## config.mk

```make
export PLATFORM = sky130hd
export DESIGN_NAME = cmp_flag_unit
export DESIGN_NICKNAME = d
export VERILOG_FILES = /design/src/rtl/cmpu_pkg.sv /design/src/rtl/cmpu_diff.sv /design/src/rtl/cmpu_flag_reg.sv /design/src/rtl/cmp_flag_unit.sv
export SDC_FILE = /design/constraint.sdc
export NUM_CORES = 1
export LEC_CHECK = 0
export BUFFER_PORTS_ARGS = -buffer_cell sky130_fd_sc_hd__buf_2
export CAP_MARGIN = 10
export CORE_MARGIN = 2
export CORE_UTILIZATION = 50
export CTS_BUF_LIST = sky130_fd_sc_hd__clkbuf_4 sky130_fd_sc_hd__clkbuf_8
export DETAILED_ROUTE_END_ITERATION = 8
export GPL_TIMING_DRIVEN = 0
export PLACE_DENSITY_LB_ADDON = 0.15
export SETUP_SLACK_MARGIN = 0.5
export SLEW_MARGIN = 0
export SYNTH_ARGS = -nofsm -noshare
export SYNTH_HDL_FRONTEND = slang
export SYNTH_HIERARCHICAL = 1
export SYNTH_SLANG_ARGS = --single-unit
```

## constraint.sdc

```tcl
create_clock -name clk -period 4.1 [get_ports clk]
set_input_delay 0.41 -clock clk [delete_from_list [all_inputs] [get_ports clk]]
set_output_delay 0.41 -clock clk [all_outputs]
set_load 0.03 [all_outputs]
```

## src/rtl/cmpu_pkg.sv

```systemverilog
package cmpu_pkg;

    typedef enum logic [1:0] {
        OP_PLAIN = 2'b00,
        OP_SWAP  = 2'b01,
        OP_WRAP  = 2'b10,
        OP_IDLE  = 2'b11
    } cmp_op_e;

endpackage

```

## src/rtl/cmpu_diff.sv

```systemverilog
module cmpu_diff
    import cmpu_pkg::*;
#(
    parameter int W = 32
) (
    input  cmp_op_e      op,
    input  logic [W-1:0] d,
    input  logic [W-1:0] s,
    output logic         z_n,
    output logic         c_n
);
    localparam int MSB = W - 1;

    logic [W-1:0] lhs;
    logic [W-1:0] rhs;
    logic [W-1:0] dif;
    logic         brw;

    // Operand ordering per compare flavour.
    always_comb begin
        unique case (op)
            OP_SWAP: begin
                lhs = s;
                rhs = d;
            end
            OP_PLAIN, OP_WRAP, OP_IDLE: begin
                lhs = d;
                rhs = s;
            end
            default: begin
                lhs = d;
                rhs = s;
            end
        endcase
    end

    // One subtractor; the extra top bit is the unsigned borrow.
    always_comb begin
        {brw, dif} = {1'b0, lhs} - {1'b0, rhs};
    end

    // Carry source selection: sign of difference or borrow.
    always_comb begin
        z_n = (dif == '0);
        unique case (op)
            OP_WRAP: c_n = dif[MSB];
            OP_PLAIN, OP_SWAP, OP_IDLE: c_n = brw;
            default: c_n = brw;
        endcase
    end

endmodule

```

## src/rtl/cmpu_flag_reg.sv

```systemverilog
module cmpu_flag_reg (
    input  logic clk,
    input  logic rst_n,
    input  logic upd_z,
    input  logic upd_c,
    input  logic z_n,
    input  logic c_n,
    output logic z_q,
    output logic c_q
);

    always_ff @(posedge clk) begin
        if (!rst_n) begin
            z_q <= 1'b0;
            c_q <= 1'b0;
        end else begin
            if (upd_z) z_q <= z_n;
            if (upd_c) c_q <= c_n;
        end
    end

endmodule

```

## src/rtl/cmp_flag_unit.sv

```systemverilog
module cmp_flag_unit
    import cmpu_pkg::*;
#(
    parameter int W = 32
) (
    input  logic         clk,
    input  logic         rst_n,
    input  logic         valid_i,
    input  logic [1:0]   op_i,
    input  logic [W-1:0] d_i,
    input  logic [W-1:0] s_i,
    input  logic         wz_i,
    input  logic         wc_i,
    output logic         z_o,
    output logic         c_o
);

    cmp_op_e op;
    logic    op_live;
    logic    z_n;
    logic    c_n;
    logic    upd_z;
    logic    upd_c;

    assign op = cmp_op_e'(op_i);

    // Decode: the idle code never counts as a compare.
    always_comb begin
        unique case (op)
            OP_PLAIN, OP_SWAP, OP_WRAP: op_live = 1'b1;
            OP_IDLE: op_live = 1'b0;
            default: op_live = 1'b0;
        endcase
        upd_z = valid_i & op_live & wz_i;
        upd_c = valid_i & op_live & wc_i;
    end

    cmpu_diff #(.W(W)) u_diff (
        .op  (op),
        .d   (d_i),
        .s   (s_i),
        .z_n (z_n),
        .c_n (c_n)
    );

    cmpu_flag_reg u_flags (
        .clk   (clk),
        .rst_n (rst_n),
        .upd_z (upd_z),
        .upd_c (upd_c),
        .z_n   (z_n),
        .c_n   (c_n),
        .z_q   (z_o),
        .c_q   (c_o)
    );

endmodule

```

==> impl_metrics.tcl <==
set metrics [dict create \
    status "completed" \
    grt_pass1_wl_mm 15.3 \
    postSynthCellCount 479 \
    hp-class "input port to flip-flop" \
    ir_drop_mv 0.187 \
    syn_area_um2 3260 \
    core-area_um2 6310 \
    die-area_um2 7190 \
    fin_crit_sh_pct 83.1 \
    post-route-worst-setup-slack_ps 694 \
    synth.yosys.seq_area_share_pct 1.23 \
    start_kind "input port" \
    grt_pass1_vias 3410 \
    cp.depth 16 \
    finalCriticalPeriod_ps 3410 \
    maxCapViolations 0 \
    diodes 0 \
    cts.clk_slew.worst_paths_ps 30 \
    die_h_um 84.8 \
    timing.setup.tns_ps 0 \
    drv_slew 0 \
    via_count 3876 \
    whs_path_depth 2 \
    cts_hold_buf 0 \
    cts_tree "done" \
    fmax_ghz 0.294 \
    start_util_pct 51.7 \
    slowest_delay_ps 450 \
    io-pin-count 73 \
    cp.arrival_ps 3550 \
    finalHoldViolations 0 \
    crit_required_ps 4240 \
    path_buf_inv 3 \
    ys_warn_count 6 \
    grt_usage_pct 24.7 \
    fin_skew_ps 0 \
    avgSynthCellArea_um2 6.81 \
    grt_overflow 0 \
    finalWeightedCongestion 0.958 \
    num_rows 29 \
    avgRoutedWirePerCell_um 15.2 \
    synth_ff_type "dfxtp_1" \
    dpl.hpwl_mm 7.70 \
    via_per_inst 6.17 \
    port-buffer-count 68 \
    path_class "input port to flip-flop" \
    cts_made_buffers 3 \
    cts_sinks 2 \
    postRouteAntennaNets 0 \
    h-tree-depth 1 \
    antenna_found_initial 0 \
    max_slew.worst_pin.slew_ps 657 \
    synthArstFlopShare_pct 0 \
    syn2layout_area_growth_pct 18.6 \
    grt_start_max_net_pins 11 \
    p_leak_nw 1.59 \
    setup_viol 0 \
    maxSlewHeadroom_pct 56.1 \
    cts-root-buf "clkbuf_8" \
    crit_slowest_cell "or4_4" \
    rsz0062_at_grt "true" \
    clk_latency_ps 210 \
    synthDistinctLibCells 86 \
    crit_path_cell_trace "buf_2 > nor2b_4 > buf_8 > buf_8 > a21oi_2 > a22oi_4 > nor2_2 > a211o_1 > nor4_2 > nand4_1 > or4_4 > nor4_4 > o311ai_4 > nor4_2 > mux2i_1 > nor2b_1" \
    synth-edff-count 0 \
    drive_above_1_share_pct 25.2 \
    ys_seq_elements 2 \
    wl_mm 9.54 \
    powerDensity_nw_per_um2 159 \
    crit_path_max_fanout 10 \
    ff2ff_path_depth 2 \
    reg2reg_slack_ps 3500 \
    drc 0 \
    drt_iter0_drc 144 \
    synthesis.nets 550 \
    cp_top_family "simple AND/OR/NAND/NOR gates" \
    clock_tree.buffer_depth 2 \
    die_w_um 84.8 \
    drtPass1Iterations 5 \
    cp-end-kind "flip-flop" \
    num-nets-final 624 \
    dp_slack_ps 291 \
]
-- power by group --
part,switching (mW),internal [mW]
Sequential,0.000314,0.0203
Clock,0.0157,0.0621
Combinational,0.299,0.218
Total,0.315,0.300
-- cell type report --
| type | count | area, um2 |
|---|---|---|
| buffer | 14 | 160 |
| clock buffer | 3 | 41.3 |
| fill | 613 | 2450 |
| inverter | 21 | 78.8 |
| multi-input combinational | 442 | 3100 |
| sequential | 2 | 40.0 |
| tap | 77 | 96.3 |
| timing repair buffer | 69 | 348 |
-- sequential cells by signal (all words and copies together) (netlist names) --
name         count
u_flags/c_q      1
u_flags/z_q      1
-- synth_stat cells, drive strengths merged (6+ instances only) --
cell | n | area share, %
a211o | 6 | 1.7
nand2b | 45 | 9.1
xnor2 | 20 | 5.8
o22ai | 6 | 1.5
a211oi | 10 | 2.5
o311ai | 7 | 2.1
xor2 | 13 | 3.5
o31ai | 7 | 1.6
a21o | 8 | 1.8
maj3 | 14 | 4.5
a21oi | 32 | 5.0
nor4 | 6 | 1.3
buf | 11 | 3.7
nor2 | 33 | 4.0
nor2b | 29 | 5.6
nand4 | 9 | 1.7
o21ai | 23 | 3.5
inv | 21 | 2.4
a2bb2oi | 6 | 1.6
o211ai | 11 | 2.7
nand2 | 46 | 5.3
mux2i | 12 | 3.7
nand3 | 15 | 2.3
nor3 | 12 | 1.8
a31oi | 8 | 1.7
-- what timing repair did --
action / 4_1_cts / 5_1_grt
gates resized for setup: 0 / 24
endpoints found under the setup margin: 0 / 1
buffers inserted: 0 / 1
-- cells by family after synthesis --
kind of cell	Yosys count	share of synthesized area (%)
buffers and inverters	35	6.98
flip-flops	2	1.23
multiplexers	15	4.95
AND/OR/NAND/NOR	217	36.0
AO/OA/AOI/OAI	163	37.0
adder cells (fa/ha/maj)	14	4.53
XOR/XNOR	33	9.32
-- stage by stage --
step	cell area, um2	cells	hold WS [ps]	power (mW)	util (%)
5_1_grt	3870	628	463	0.663	61.3
2_1_floorplan	3260	479	538	0.377	-
6_report	3870	628	438	0.615	61.3
3_5_place_dp	3700	624	522	0.509	58.6
3_3_place_gp	3700	624	501	0.501	58.6
4_1_cts	3740	627	439	0.591	59.2
-- layout by cell type, fill, tap and decap left out, drive strengths merged, types with 6 or more instances in the layout --
cell type	netlist	layout
buf	11	80
nand2	46	46
nand2b	45	45
nor2	33	33
a21oi	32	32
nor2b	29	29
o21ai	23	23
inv	21	21
xnor2	20	20
nand3	15	15
maj3	14	14
xor2	13	13
nor3	12	12
mux2i	12	12
o211ai	11	11
a211oi	10	10
nand4	9	9
a21o	8	8
a31oi	8	8
o31ai	7	7
o311ai	7	7
a2bb2oi	6	6
nor4	6	6
o22ai	6	6
a211o	6	6
-- worst paths after layout --
| kind | endpoint | start |
|---|---|---|
| max | u_flags/z_q | op_i[0] |
| min | u_flags/c_q | rst_n |
| max reg2reg | u_flags/c_q | u_flags/c_q |
| min reg2reg | u_flags/c_q | u_flags/c_q |
-- routing by layer --
metal / vias up / track usage (%) / routed length (um)
met3: 12 / 0.885 / 433
li1: 1955 / - / -
met2: 112 / 43.6 / 4620
met1: 1797 / 33.6 / 4370
met4: 0 / 4.91 / 115
met5: - / 0 / 0
Note: power is estimated with default switching activity, not from simulation.
